<file path="config.mk">
export PLATFORM = sky130hd
export DESIGN_NAME = sectmr_top
export DESIGN_NICKNAME = d
export VERILOG_FILES = /design/src/rtl/sectmr_pkg.sv /design/src/rtl/sectmr_sync.sv /design/src/rtl/sectmr_count.sv /design/src/rtl/sectmr_status.sv /design/src/rtl/sectmr_top.sv
export SDC_FILE = /design/constraint.sdc
export NUM_CORES = 1
export LEC_CHECK = 0
export BUFFER_PORTS_ARGS = -buffer_cell sky130_fd_sc_hd__buf_2
export CAP_MARGIN = 20
export CORE_UTILIZATION = 55
export CTS_CLUSTER_DIAMETER = 50
export DETAILED_ROUTE_END_ITERATION = 16
export PLACE_DENSITY = 0.74
export SLEW_MARGIN = 20
export SYNTH_ARGS = -nofsm -noshare
export SYNTH_HDL_FRONTEND = slang
export SYNTH_SLANG_ARGS = --single-unit
</file>
<file path="constraint.sdc">
create_clock -name clk -period 9 [get_ports clk]
set_input_delay 1.35 -clock clk [delete_from_list [all_inputs] [get_ports clk]]
set_output_delay 1.35 -clock clk [all_outputs]
set_load 0.02 [all_outputs]
</file>
<file path="src/rtl/sectmr_pkg.sv">
package sectmr_pkg;
  localparam logic [3:0] OFF_MODE   = 4'h0;
  localparam logic [3:0] OFF_ALARM  = 4'h4;
  localparam logic [3:0] OFF_VALUE  = 4'h8;
  localparam logic [3:0] OFF_STATUS = 4'hC;

  // status bit positions; enables sit EN_SHIFT above them in MODE
  localparam int ST_ALARM = 0;
  localparam int ST_INC   = 1;
  localparam int EN_SHIFT = 16;
  localparam int RESTART_BIT = 18;
endpackage

</file>
<file path="src/rtl/sectmr_sync.sv">
module sectmr_sync #(
  parameter int STAGES = 2
) (
  input  logic clk,
  input  logic rst,
  input  logic async_in,
  output logic rise
);
  logic [STAGES:0] sh;

  always_ff @(posedge clk) begin
    if (rst) sh <= '0;
    else     sh <= {sh[STAGES-1:0], async_in};
  end

  assign rise = sh[STAGES-1] & ~sh[STAGES];
endmodule

</file>
<file path="src/rtl/sectmr_count.sv">
module sectmr_count #(
  parameter int CNT_W = 32,
  parameter int PRE_W = 16
) (
  input  logic             clk,
  input  logic             rst,
  input  logic             slow_rise,
  input  logic             restart,
  input  logic [PRE_W-1:0] presc,
  input  logic [CNT_W-1:0] alarm,
  output logic [CNT_W-1:0] sec,
  output logic             inc_ev,
  output logic             alarm_ev
);
  logic [PRE_W-1:0] pcnt;
  logic [PRE_W-1:0] term;
  logic [CNT_W-1:0] sec_nxt;
  logic             wrap;

  // zero wraps to all ones, giving a period of 2**PRE_W
  assign term    = presc - PRE_W'(1);
  assign wrap    = slow_rise && !restart && (pcnt >= term);
  assign sec_nxt = sec + CNT_W'(1);

  always_ff @(posedge clk) begin
    if (rst || restart) begin
      pcnt <= '0;
      sec  <= '0;
    end else if (slow_rise) begin
      if (pcnt >= term) begin
        pcnt <= '0;
        sec  <= sec_nxt;
      end else begin
        pcnt <= pcnt + PRE_W'(1);
      end
    end
  end

  assign inc_ev   = wrap;
  assign alarm_ev = wrap && (sec_nxt == alarm) && (alarm != '1);


  counter_step_chk: assert property (@(posedge clk) disable iff (rst)
    !$stable(sec) |-> (sec == $past(sec) + CNT_W'(1)) || (sec == '0));


  tick_on_change_chk: assert property (@(posedge clk) disable iff (rst)
    (inc_ev) |=> (sec != $past(sec)));
endmodule

</file>
<file path="src/rtl/sectmr_status.sv">
module sectmr_status (
  input  logic       clk,
  input  logic       rst,
  input  logic       clr,
  input  logic       alarm_ev,
  input  logic       inc_ev,
  input  logic [1:0] en,
  output logic [1:0] st,
  output logic       irq
);
  import sectmr_pkg::*;

  logic [1:0] ev;

  always_comb begin
    ev = '0;
    ev[ST_ALARM] = alarm_ev;
    ev[ST_INC]   = inc_ev;
  end

  always_ff @(posedge clk) begin
    if (rst) begin
      st  <= '0;
      irq <= 1'b0;
    end else begin
      st  <= (clr ? 2'b00 : st) | ev;
      irq <= |(st & en);
    end
  end


  clear_on_read_chk: assert property (@(posedge clk) disable iff (rst)
    (clr && (ev == 2'b00)) |=> (st == 2'b00));


  event_kept_chk: assert property (@(posedge clk) disable iff (rst)
    (inc_ev && clr) |=> st[ST_INC]);


  irq_cause_chk: assert property (@(posedge clk) disable iff (rst)
    irq |-> $past(|(st & en)));


  irq_mask_chk: assert property (@(posedge clk) disable iff (rst)
    (st != 2'b00 && en == 2'b00 && !clr) |=> (!irq && st != 2'b00));
endmodule

</file>
<file path="src/rtl/sectmr_top.sv">
module sectmr_top #(
  parameter int          CNT_W       = 32,
  parameter int          PRE_W       = 16,
  parameter int          SYNC_STAGES = 2,
  parameter logic [15:0] PRE_RESET   = 16'h8000,
  parameter int          ADDR_W      = 4,
  parameter int          DATA_W      = 32
) (
  input  logic              clk,
  input  logic              rst,
  input  logic              slow_clk,
  input  logic              bus_wr,
  input  logic              bus_rd,
  input  logic [ADDR_W-1:0] bus_addr,
  input  logic [DATA_W-1:0] bus_wdata,
  output logic [DATA_W-1:0] bus_rdata,
  output logic              bus_rvalid,
  output logic              irq
);
  import sectmr_pkg::*;

  localparam int EN_LO = EN_SHIFT;
  localparam int EN_HI = EN_SHIFT + 1;

  logic [PRE_W-1:0] presc_q;
  logic [1:0]       en_q;
  logic [CNT_W-1:0] alarm_q;
  logic [CNT_W-1:0] sec;
  logic [1:0]       st;
  logic             slow_rise, inc_ev, alarm_ev;
  logic             sel_mode, sel_alarm, sel_value, sel_status;
  logic             restart, st_clr;

  assign sel_mode   = (bus_addr == ADDR_W'(OFF_MODE));
  assign sel_alarm  = (bus_addr == ADDR_W'(OFF_ALARM));
  assign sel_value  = (bus_addr == ADDR_W'(OFF_VALUE));
  assign sel_status = (bus_addr == ADDR_W'(OFF_STATUS));
  assign restart    = bus_wr && sel_mode && bus_wdata[RESTART_BIT];
  assign st_clr     = bus_rd && sel_status;

  sectmr_sync #(.STAGES(SYNC_STAGES)) u_sync (
    .clk(clk), .rst(rst), .async_in(slow_clk), .rise(slow_rise)
  );

  sectmr_count #(.CNT_W(CNT_W), .PRE_W(PRE_W)) u_count (
    .clk(clk), .rst(rst), .slow_rise(slow_rise), .restart(restart),
    .presc(presc_q), .alarm(alarm_q), .sec(sec),
    .inc_ev(inc_ev), .alarm_ev(alarm_ev)
  );

  sectmr_status u_status (
    .clk(clk), .rst(rst), .clr(st_clr), .alarm_ev(alarm_ev),
    .inc_ev(inc_ev), .en(en_q), .st(st), .irq(irq)
  );

  always_ff @(posedge clk) begin
    if (rst) begin
      presc_q <= PRE_W'(PRE_RESET);
      en_q    <= '0;
      alarm_q <= '1;
    end else if (bus_wr) begin
      if (sel_mode) begin
        presc_q <= bus_wdata[PRE_W-1:0];
        en_q    <= bus_wdata[EN_HI:EN_LO];
      end
      if (sel_alarm) alarm_q <= bus_wdata[CNT_W-1:0];
    end
  end

  always_ff @(posedge clk) begin
    if (rst) begin
      bus_rdata  <= '0;
      bus_rvalid <= 1'b0;
    end else begin
      bus_rvalid <= bus_rd;
      if (bus_rd) begin
        bus_rdata <= '0;
        if (sel_mode) begin
          bus_rdata[PRE_W-1:0]   <= presc_q;
          bus_rdata[EN_HI:EN_LO] <= en_q;
        end
        if (sel_alarm)  bus_rdata[CNT_W-1:0] <= alarm_q;
        if (sel_value)  bus_rdata[CNT_W-1:0] <= sec;
        if (sel_status) bus_rdata[1:0]       <= st;
      end
    end
  end


  restart_clears_chk: assert property (@(posedge clk) disable iff (rst)
    restart |=> (sec == '0));


  alarm_disabled_chk: assert property (@(posedge clk) disable iff (rst)
    $rose(st[ST_ALARM]) |-> ($past(alarm_q) != '1));


  value_write_ignored_chk: assert property (@(posedge clk) disable iff (rst)
    (bus_wr && sel_value && !slow_rise) |=> $stable(sec));
endmodule

</file>
==> results of run 1 <==
[worst max path at each step]
stage	end	slack, ns	cells past startpoint
finish	u_count.sec[30]$_SDFFE_PP0P_	4.84	17
global route	u_count.sec[17]$_SDFFE_PP0P_	4.55	16
CTS	u_count.pcnt[2]$_SDFFE_PP0P_	4.86	16
detailed placement	u_count.pcnt[2]$_SDFFE_PP0P_	4.88	16
global placement	u_count.sec[28]$_SDFFE_PP0P_	4.93	17
floorplan	u_count.pcnt[10]$_SDFFE_PP0P_	5.38	17
[registers in the layout, indices dropped and copies added, names as in the netlist]
register,flops
u_count.pcnt,16
u_status.st,2
alarm_q,32
u_count.sec,32
bus_rvalid,1
en_q,2
bus_rdata,32
presc_q,16
u_status.irq,1
u_sync.sh,3
[worst max-delay path: cells and delay by family, from the launching register on]
kind	cells	cell delay [ns]
AOI/OAI and AO/OA	2	0.23
xor gates and xnor gates	2	0.26
adders and majority gates	2	0.48
buffers and inverters	3	0.53
DFF	1	0.36
and+or+nand+nor	8	2.13
[layer usage]
metal | part of all wire (%) | wire length [um] | up-vias
met5 | 0 | 0 | -
met4 | 2.3 | 432 | 0
met3 | 5.5 | 1010 | 35
met2 | 44 | 8150 | 186
met1 | 48 | 8830 | 3013
li1 | - | - | 3260
[power by group]
group | internal, W | leakage (nW) | switching, W
clock network | 0.000379 | 0.246 | 0.000241
logic | 0.0000425 | 2.06 | 0.0000662
registers | 0.000620 | 1.11 | 0.0000108
[layout by cell type, fill, tap and decap left out, types with 12 or more instances in the layout]
master     count
nand2_1      148
dfxtp_1      137
nor2_1       122
buf_2         73
xor2_1        54
xnor2_1       52
a21oi_1       48
nand3b_1      35
a211oi_1      33
a22oi_1       32
nand4_1       24
nand3_1       20
ha_1          19
clkbuf_16     17
nor3_1        15
and3_1        12
[logic make-up after synthesis]
family	after synthesis	share of synthesized area, %
flip-flops	137	36.1
XOR/XNOR	106	12.2
buffers and inverters	81	6.00
AO/OA/AOI/OAI	142	12.4
AND/OR/NAND/NOR	436	29.5
adder cells (fa/ha/maj)	19	3.13
multiplexers	5	0.676
[per-stage QoR]
stage | total power (W) | setup WS [ns]
2_1_floorplan | 0.000715 | 5.38
4_1_cts | 0.00137 | 4.86
6_report | 0.00136 | 4.84
5_1_grt | 0.00141 | 4.55
3_3_place_gp | 0.000751 | 4.93
3_5_place_dp | 0.000752 | 4.88
[layout make-up]
| cell class | instances | area, um^2 |
|---|---|---|
| Fill cell | 1216 | 4990 |
| Timing Repair Buffer | 82 | 440 |
| Inverter | 11 | 41.3 |
| Multi-Input combinational cell | 708 | 4400 |
| Clock inverter | 4 | 47.5 |
| Clock buffer | 24 | 462 |
| Sequential cell | 137 | 2740 |
| Tap cell | 176 | 220 |
==> run metrics, run 1 <==
status=finished, final reports clean; fin. max-slew vios=0; grt met3 use=5.12%; Clock Sinks=137; GRT Resource Usage Total=26.9%; Initial Utilization=56.8%; Routed WL=18.4 mm; H-tree depth=4; vias in the first global route=6,039; RD Place Congestion=0.888; Arrival @ worst endpoint=4.44 ns; Pwr Density=163 mW/mm^2; layout cells sized above 1=13.3%; mean number of vias per cell=5.69; CP Launch Point=presc_q[0]$_SDFFE_PP0P_; antenna cell count=0; Final Non-Filler Cells=1,142; die area=0.0143 mm^2; fmax=240 MHz; DIE HEIGHT=119 um; initial antenna violation count=0; final net count=1,017; mapped cell area=0.00759 mm^2; CP Capture Type=flop; core area=0.0133 mm^2; ys flop type=dfxtp_1; Slew @ Worst Pin=0.986 ns; synthesis-stage register bit count=137; Mapped Cells=926; first-pass GRT wire length=30.4 mm; largest net degree at the start of global routing=91; area post-placement=0.00784 mm^2; crit path max fanout=35; most frequent cells after synthesis=nand2_1, dfxtp_1, nor2_1; Worst Hold Endpoint=u_sync.sh[1]$_SDFF_PP0_; area leader, netlist=dfxtp_1; share of the synthesized area in the top cell type=36.1%; Period Utilization, post-route=46.3%; synth warn=0; clock slew at reported path FFs=0.05 ns; Wirelength per Cell=16.1 um; GR met2 Demand/Resource=40.8%; fin area=0.00835 mm^2; Port Buffers=74; Netlist cell types=67; CTS Buf Count=17; kind of launch point of the worst setup path=flop; Resized cells post-CTS=0; Post-Route Hold Slack=0.453 ns; CTS tree=yes; Worst path slowest cell=or4_1; main area contributors after synthesis=dfxtp_1, nand2_1, xor2_1, nor2_1, xnor2_1; Worst R2R End=u_count.sec[30]$_SDFFE_PP0P_; die width=119 um; # DRC=0; Leakage Power=3.41 nW; CTS Buffer Depth=2; dpl cells=1,114; Finished Core Util=62.6%; Final Hold Viols=0; hold crit path type=flop to flop; Max-Slew Margin vs Limit=34.2%; row count=42; Syn Nets=986; r2r worst-path depth=17; Critical Path, Cell by Cell=inv_1, ha_1, inv_1, or4_1, or4_1, nor4_1, xnor2_1, ha_1, and4_1, nand2_1, or2_2, o22ai_1, a21o_1, buf_4, and3_1, xnor2_1, nor2_1; total congestion overflow=0; setup TNS=0 ns; total of max-cap violations=0; hold-fix buffers at CTS=0; synthesized area per cell=8.19 um^2; ys async rst share=0%; Vias=6,494; Setup Viol. Count Final=0; sequential fraction of the synthesis area=36.1%; setup repair bufs after CTS=0; Area Overhead vs Synth=10.1%; CTS root buf=clkbuf_16; IO Pins=75; Worst Skew=0.00673 ns; hpwl dp=12.9 mm; Reg2Reg Launch Point=presc_q[0]$_SDFFE_PP0P_; DR iter-0 viols=538; GR peak layer=met2; Setup CP Type=flop to flop; number of flops mapped to enable cells by yosys=0; Global Route met1 Usage=37.6%; RSZ-0062 raised after global routing=no; most common cell in the netlist=nand2_1; FF-to-FF setup slack=4.84 ns; Worst-Skew Late Latency=0.42 ns; ANT nets after route=0; hold wc startpoint=u_sync.sh[0]$_SDFF_PP0_; DR pass1 iterations=6; WHS Path Cells=1; critical path data required time=9.27 ns; Final Critical Period=4.16 ns; CP peak stage delay=0.54 ns; Max VDD drop=0.121 mV
(Power assumes the default switching activity.)
==> run 2, diff against run 1 <==
ABC_AREA = 1   (was not set)
clock period = 4.3 ns   (was 9 ns; I/O delays follow)
==> run metrics, run 2 <==
Resized cells post-CTS=0 (unchanged); setup TNS=0 ns (unchanged); clock slew at reported path FFs=0.06 ns (was 0.05 ns); Critical path buffers and inverters=5 (was 3); die width=120 um (was 119 um); Clk pwr share=50.5% (was 45.6%); initial antenna violation count=0 (unchanged); die area=0.0144 mm^2 (was 0.0143 mm^2); DIE HEIGHT=120 um (was 119 um); H-tree depth=4 (unchanged); Syn Nets=1,206 (was 986); CP top delay family=simple AND/OR/NAND/NOR gates (unchanged); Largest regs=alarm_q: 32 flops, bus_rdata: 32 flops, u_count.sec: 32 flops (unchanged); sequential fraction of the synthesis area=35.7% (was 36.1%); layout cells sized above 1=12.3% (was 13.3%); crit path max fanout=26 (was 35); layout filler cell count=1,258 (was 1,216); most common cell in the netlist=nand2_1 (unchanged); total of max-cap violations=0 (unchanged); vias in the first global route=7,096 (was 6,039); Comb power frac=7.5% (was 8.0%); WHS Path Cells=2 (was 1); Tot Pwr=0.00314 W (was 0.00136 W); Pwr Density=356 mW/mm^2 (was 163 mW/mm^2); # DRC=0 (unchanged); Final Hold Viols=0 (unchanged); Worst-Skew Late Latency=0.43 ns (was 0.42 ns); Port Buffers=74 (unchanged); Setup Viol. Count Final=0 (unchanged); IO Pins=75 (unchanged); FF-to-FF setup slack=0.52 ns (was 4.84 ns); final net count=1,265 (was 1,017); kind of launch point of the worst setup path=flop (unchanged); antenna cell count=0 (unchanged); setup repair bufs after CTS=0 (unchanged); r2r worst-path depth=22 (was 17); Mapped Cells=1,146 (was 926); RSZ-0062 raised after global routing=no (unchanged); ANT nets after route=0 (unchanged); status=finished, final reports clean (unchanged); core area=0.0135 mm^2 (was 0.0133 mm^2); Period Utilization, post-route=87.9% (was 46.3%); most common cell after layout, fill and taps aside=nand2_1 (unchanged); Worst path slowest cell=inv_1 (was or4_1); share of the synthesized area in the top cell type=35.7% (was 36.1%); Netlist cell types=41 (was 67); Setup CP Type=flop to flop (unchanged); Max VDD drop=0.288 mV (was 0.121 mV); number of flops mapped to enable cells by yosys=0 (unchanged); Flop pwr share=42.0% (was 46.4%); RD Place Congestion=0.949 (was 0.888); Wirelength per Cell=15.0 um (was 16.1 um); total congestion overflow=0 (unchanged); GRT Resource Usage Total=30.4% (was 26.9%); Crit path depth=22 (was 17); synthesized area per cell=6.70 um^2 (was 8.19 um^2); fin. max-slew vios=0 (unchanged); largest net degree at the start of global routing=64 (was 91); Final Critical Period=3.78 ns (was 4.16 ns); critical path data required time=4.66 ns (was 9.27 ns); Leakage Power=4.01 nW (was 3.41 nW); most frequent cells after synthesis=nand2_1, dfxtp_1, nor2_1 (unchanged); Post-Route Hold Slack=0.403 ns (was 0.453 ns); CTS root buf=clkbuf_16 (unchanged); area leader, netlist=dfxtp_1 (unchanged); Arrival @ worst endpoint=4.14 ns (was 4.44 ns); fmax=265 MHz (was 240 MHz); Max-Slew Margin vs Limit=31.1% (was 34.2%); switching fraction of total power=23.7% (was 23.4%); ys async rst share=0% (unchanged); Sw Pwr=0.000745 W (was 0.000318 W); Slew @ Worst Pin=1.03 ns (was 0.986 ns); Area Overhead vs Synth=14.8% (was 10.1%); Worst Skew=0.00829 ns (was 0.00673 ns); CTS tree=yes (unchanged); Internal Power=0.00239 W (was 0.00104 W); CTS Buf Count=17 (unchanged); mapped cell area=0.00768 mm^2 (was 0.00759 mm^2); CP Capture Type=flop (unchanged); first-pass GRT wire length=34.4 mm (was 30.4 mm); hpwl dp=15.4 mm (was 12.9 mm); FF/Latch Area=0.00274 mm^2 (unchanged); main area contributors after synthesis=dfxtp_1, nand2_1, nor2_1, inv_1, o21ai_0 (was dfxtp_1, nand2_1, xor2_1, nor2_1, xnor2_1); most frequent cells in the layout=nand2_1, dfxtp_1, nor2_1, inv_1, o21ai_0 (was nand2_1, dfxtp_1, nor2_1); DR iter-0 viols=625 (was 538); hold crit path type=flop to flop (unchanged); ys flop type=dfxtp_1 (unchanged); Critical Path, Cell by Cell=inv_1, ha_1, nand2_1, nor3_1, nand2_1, nor2_1, nand3_1, nor3_1, xor2_1, inv_1, ha_1, nand2_1, inv_1, nand3_1, nor3_1, nand3_1, nand3_1, nand2_1, inv_1, buf_12, o21ai_0, a31oi_1 (was inv_1, ha_1, inv_1, or4_1, or4_1, nor4_1, xnor2_1, ha_1, and4_1, nand2_1, or2_2, o22ai_1, a21o_1, buf_4, and3_1, xnor2_1, nor2_1); synthesis-stage register bit count=137 (unchanged); Routed WL=20.8 mm (was 18.4 mm); hold-fix buffers at CTS=0 (unchanged); Multi-input gate area=0.00427 mm^2 (was 0.00440 mm^2); Clock Sinks=137 (unchanged); CTS Buffer Depth=2 (unchanged); Vias=7,573 (was 6,494); mean number of vias per cell=5.44 (was 5.69); row count=42 (unchanged); Initial Utilization=57.1% (was 56.8%); DR pass1 iterations=5 (was 6); CP peak stage delay=0.39 ns (was 0.54 ns); synth warn=0 (unchanged)
==> run 2: cell count changes after synthesis, sizes merged, moves of 43 or more <==
cell   previous run  this run
nand2           148       336
inv              11       132
nand3            21        64
o21ai            10        88
xnor2            52         6
==> run 2: worst paths after layout <==
path                                start                          end
setup reg to reg  presc_q[0]$_SDFFE_PP0P_  u_count.sec[8]$_SDFFE_PP0P_
setup / recovery  presc_q[0]$_SDFFE_PP0P_  u_count.sec[8]$_SDFFE_PP0P_
hold reg to reg   u_sync.sh[0]$_SDFF_PP0_      u_sync.sh[1]$_SDFF_PP0_
hold / removal    u_sync.sh[0]$_SDFF_PP0_      u_sync.sh[1]$_SDFF_PP0_
==> run 2: cell families after synthesis <==
kind of cell / count (synthesis) / synth area share [%]
flops: 137 / 35.7
xor+xnor: 31 / 4.07
buf+inv: 177 / 8.89
compound gates: 212 / 16.6
fa+ha+maj: 19 / 3.09
simple gates: 570 / 31.6
==> run 2: power by group through the flow <==
stage          clock (W)  sequential [W]  combinational [W]
4_1_cts          0.00159         0.00132           0.000236
2_1_floorplan          0         0.00136           0.000139
3_5_place_dp           0         0.00134           0.000234
3_3_place_gp           0         0.00134           0.000231
5_1_grt          0.00165         0.00132           0.000264
6_report         0.00158         0.00132           0.000236
==> run 2: area by class of cell <==
class                   count  area share [%]
clock inverters            11            1.91
well taps                 176            2.50
clock buffers              20            5.29
flip-flops and latches    137            31.1
multi-input cells         832            48.4
repair buffers             84            5.19
inverters                 133            5.66
==> run 2: per-stage QoR <==
| stage | worst slack (ns) | cell area (um^2) | util (%) | instances |
|---|---|---|---|---|
| 2_1_floorplan | 1.15 | 7680 | - | 1146 |
| 3_3_place_gp | 0.579 | 8180 | 60.8 | 1362 |
| 3_5_place_dp | 0.406 | 8180 | 60.8 | 1362 |
| 4_1_cts | 0.401 | 8820 | 65.6 | 1393 |
| 5_1_grt | 0.0389 | 8820 | 65.6 | 1393 |
| 6_report | 0.521 | 8820 | 65.6 | 1393 |
==> run 2: worst reg2reg max path: cells and delay by family (launching register included) <==
family | cells | cell delay, ns
xor gates and xnor gates | 1 | 0.17
and+or+nand+nor | 12 | 1.69
DFF | 1 | 0.31
adders and majority gates | 2 | 0.46
AOI/OAI and AO/OA | 2 | 0.25
buffers and inverters | 5 | 0.85
==> run 2: per-layer routing <==
| layer | routed length [um] | global-route usage, % | vias up |
|---|---|---|---|
| met1 | 9560 | 39.0 | 3461 |
| li1 | - | - | 3850 |
| met4 | 605 | 12.9 | 0 |
| met3 | 1120 | 6.65 | 49 |
| met2 | 9550 | 49.1 | 213 |
| met5 | 0 | 0 | - |
==> run 3, diff against run 2 <==
CELL_PAD_IN_SITES_DETAIL_PLACEMENT = 1   (was not set)
CELL_PAD_IN_SITES_GLOBAL_PLACEMENT = 1   (was not set)
CORE_UTILIZATION = 43   (was 55)
GPL_TIMING_DRIVEN = 0   (was not set)
PLACE_DENSITY = 0.8   (was 0.74)
==> run metrics, run 3 (synthesis gave the netlist of run 2 again) <==
Slew @ Worst Pin=1.06 ns (was 1.03 ns); hold wc startpoint=u_sync.sh[0]$_SDFF_PP0_ (unchanged); setup TNS=0 ns (unchanged); total of max-cap violations=0 (unchanged); Pwr Density=342 mW/mm^2 (was 356 mW/mm^2); RSZ-0062 raised after global routing=no (unchanged); vias in the first global route=8,229 (was 7,096); r2r worst-path depth=21 (was 22); clock slew at reported path FFs=0.06 ns (about the same); die width=136 um (was 120 um); setup repair bufs after CTS=0 (unchanged); Port Buffers=73 (was 74); ANT nets after route=0 (unchanged); CTS tree=yes (unchanged); DIE HEIGHT=136 um (was 120 um); Routed WL=27.8 mm (was 20.8 mm); largest net degree at the start of global routing=17 (was 64); CP Capture Type=flop (unchanged); CTS root buf=clkbuf_16 (unchanged); Initial Utilization=44.3% (was 57.1%); area post-placement=0.00833 mm^2 (was 0.00818 mm^2); fmax=251 MHz (was 265 MHz); Max-Slew Margin vs Limit=29.0% (was 31.1%); H-tree depth=4 (unchanged); row count=48 (was 42); RD Place Congestion=0.922 (was 0.949); Final Critical Period=3.99 ns (was 3.78 ns); critical path data required time=4.63 ns (was 4.66 ns); GRT Resource Usage Total=31.7% (was 30.4%); most frequent cells in the layout=nand2_1, dfxtp_1, nor2_1, inv_1, o21ai_0 (unchanged); status=finished, final reports clean (unchanged); layout cells sized above 1=12.2% (was 12.3%); Reg2Reg Launch Point=presc_q[0]$_SDFFE_PP0P_ (unchanged); Worst-Skew Late Latency=0.43 ns (about the same); fin. max-slew vios=0 (unchanged); total congestion overflow=0 (unchanged); CP peak stage delay=0.31 ns (was 0.39 ns); CTS Buf Count=17 (unchanged); GR peak layer=met2 (unchanged); WHS Path Cells=2 (unchanged); DR pass1 iterations=5 (unchanged); hold crit path type=flop to flop (unchanged); final net count=1,298 (was 1,265); Max VDD drop=0.285 mV (was 0.288 mV); Final Hold Viols=0 (unchanged); # DRC=0 (unchanged); CP top delay family=simple AND/OR/NAND/NOR gates (unchanged); most used cell, CP=inv_1; Period Utilization, post-route=92.7% (was 87.9%); fin area=0.00894 mm^2 (was 0.00882 mm^2); core area=0.0174 mm^2 (was 0.0135 mm^2); GR met2 Demand/Resource=58.8% (was 49.1%); Worst Hold Endpoint=u_sync.sh[1]$_SDFF_PP0_ (unchanged); Clock Sinks=137 (unchanged); Area Overhead vs Synth=16.4% (was 14.8%); Wirelength per Cell=18.8 um (was 15.0 um); kind of launch point of the worst setup path=flop (unchanged); Setup CP Type=flop to flop (unchanged); Largest regs=alarm_q: 32 flops, bus_rdata: 32 flops, u_count.sec: 32 flops (unchanged); Worst R2R End=u_count.sec[29]$_SDFFE_PP0P_ (was u_count.sec[8]$_SDFFE_PP0P_); IO Pins=75 (unchanged); grt met3 use=4.49% (was 6.65%); Global Route met1 Usage=35.6% (was 39.0%); first-pass GRT wire length=43.7 mm (was 34.4 mm); antenna cell count=0 (unchanged); Arrival @ worst endpoint=4.32 ns (was 4.14 ns); mean number of vias per cell=5.45 (was 5.44); CTS Buffer Depth=2 (unchanged); FF-to-FF setup slack=0.31 ns (was 0.52 ns); Worst Skew=0.00800 ns (was 0.00829 ns); die area=0.0184 mm^2 (was 0.0144 mm^2); Setup Viol. Count Final=0 (unchanged); most common cell after layout, fill and taps aside=nand2_1 (unchanged); Vias=8,031 (was 7,573); DR iter-0 viols=467 (was 625); Critical Path, Cell by Cell=inv_1, nand2_1, nor3_4, nand4_1, nor3_2, nand2_1, nor3_2, xor2_1, inv_1, ha_1, nand2_1, inv_1, nand3_1, nor3_1, nand3_1, nand3_1, nand2_2, inv_1, clkbuf_4, o21ai_0, a31oi_1 (was inv_1, ha_1, nand2_1, nor3_1, nand2_1, nor2_1, nand3_1, nor3_1, xor2_1, inv_1, ha_1, nand2_1, inv_1, nand3_1, nor3_1, nand3_1, nand3_1, nand2_1, inv_1, buf_12, o21ai_0, a31oi_1); Leakage Power=4.04 nW (was 4.01 nW); Worst path slowest cell=dfxtp_1 (was inv_1); crit path max fanout=10 (was 26); hpwl dp=21.5 mm (was 15.4 mm); Critical path buffers and inverters=5 (unchanged); initial antenna violation count=0 (unchanged)
## run 3: cell types whose count changed in the layout (fill, tap and decap cells not counted), moves of 2 or more
cell and delta:
nor3_1 -3, inv_6 +2, clkbuf_2 +4, buf_2 +3, buf_4 -7, bufinv_16 -2
clkbuf_1 +31, nor3_2 +2, clkinvlp_4 -2, clkinv_2 +2
## run 3: power breakdown
part	total (W)	internal, W	leakage (nW)	switching (W)
clock	0.00148	0.000879	0.282	0.000597
sequential	0.00132	0.00130	1.11	0.0000224
combinational	0.000261	0.0000869	2.65	0.000174
total	0.00306	0.00226	4.04	0.000794
## run 3: worst register-to-register path, delay by kind of cell (launching register included)
kind	cells	cell delay, ns
adder cells (fa/ha/maj)	1	0.29
AO/OA/AOI/OAI	2	0.33
buffers and inverters	5	0.74
AND/OR/NAND/NOR	12	2.00
XOR/XNOR	1	0.20
flip-flops	1	0.31
## run 3: stage by stage
step	setup WS (ns)	util (%)	power (W)	instances	hold slack [ns]
6_report	0.312	51.5	0.00306	1474	0.413
3_3_place_gp	-0.0603	48.0	0.00159	1444	0.390
2_1_floorplan	1.15	-	0.00150	1146	0.388
3_5_place_dp	-0.144	48.0	0.00160	1444	0.408
4_1_cts	0.0468	51.3	0.00307	1474	0.415
5_1_grt	0.0181	51.5	0.00315	1474	0.432
## run 3: worst max-delay path by stage
stage                                       start                      endpoint  slack [ns]  cells after the start
after CTS                 presc_q[0]$_SDFFE_PP0P_  u_count.sec[29]$_SDFFE_PP0P_        0.05                     22
after global routing      presc_q[0]$_SDFFE_PP0P_  u_count.sec[29]$_SDFFE_PP0P_        0.02                     21
after global placement    presc_q[0]$_SDFFE_PP0P_  u_count.sec[31]$_SDFFE_PP0P_       -0.06                     21
after detailed placement  presc_q[0]$_SDFFE_PP0P_   u_count.sec[6]$_SDFFE_PP0P_       -0.14                     22
final                     presc_q[0]$_SDFFE_PP0P_  u_count.sec[29]$_SDFFE_PP0P_        0.31                     21
after floorplan           presc_q[0]$_SDFFE_PP0P_  u_count.sec[11]$_SDFFE_PP0P_        1.15                     22
## run 3: layout make-up
| type | instances | area (um^2) |
|---|---|---|
| Buffer | 44 | 194 |
| Multi-Input combinational cell | 832 | 4280 |
| Fill cell | 2375 | 8420 |
| Clock inverter | 11 | 121 |
| Clock buffer | 19 | 453 |
| Tap cell | 225 | 282 |
| Inverter | 133 | 499 |
| Sequential cell | 137 | 2740 |
| Timing Repair Buffer | 73 | 365 |
## run 3: layer usage
metal / up-vias / part of all wire, %
met5: - / 0
met4: 0 / 3.4
met3: 64 / 3.1
met2: 193 / 52
met1: 3851 / 42
li1: 3923 / -
## run 3: timing repair
action	CTS	global route
hold buffers	0	0
setup endpoints to repair	32	42
gates resized for setup	5	12
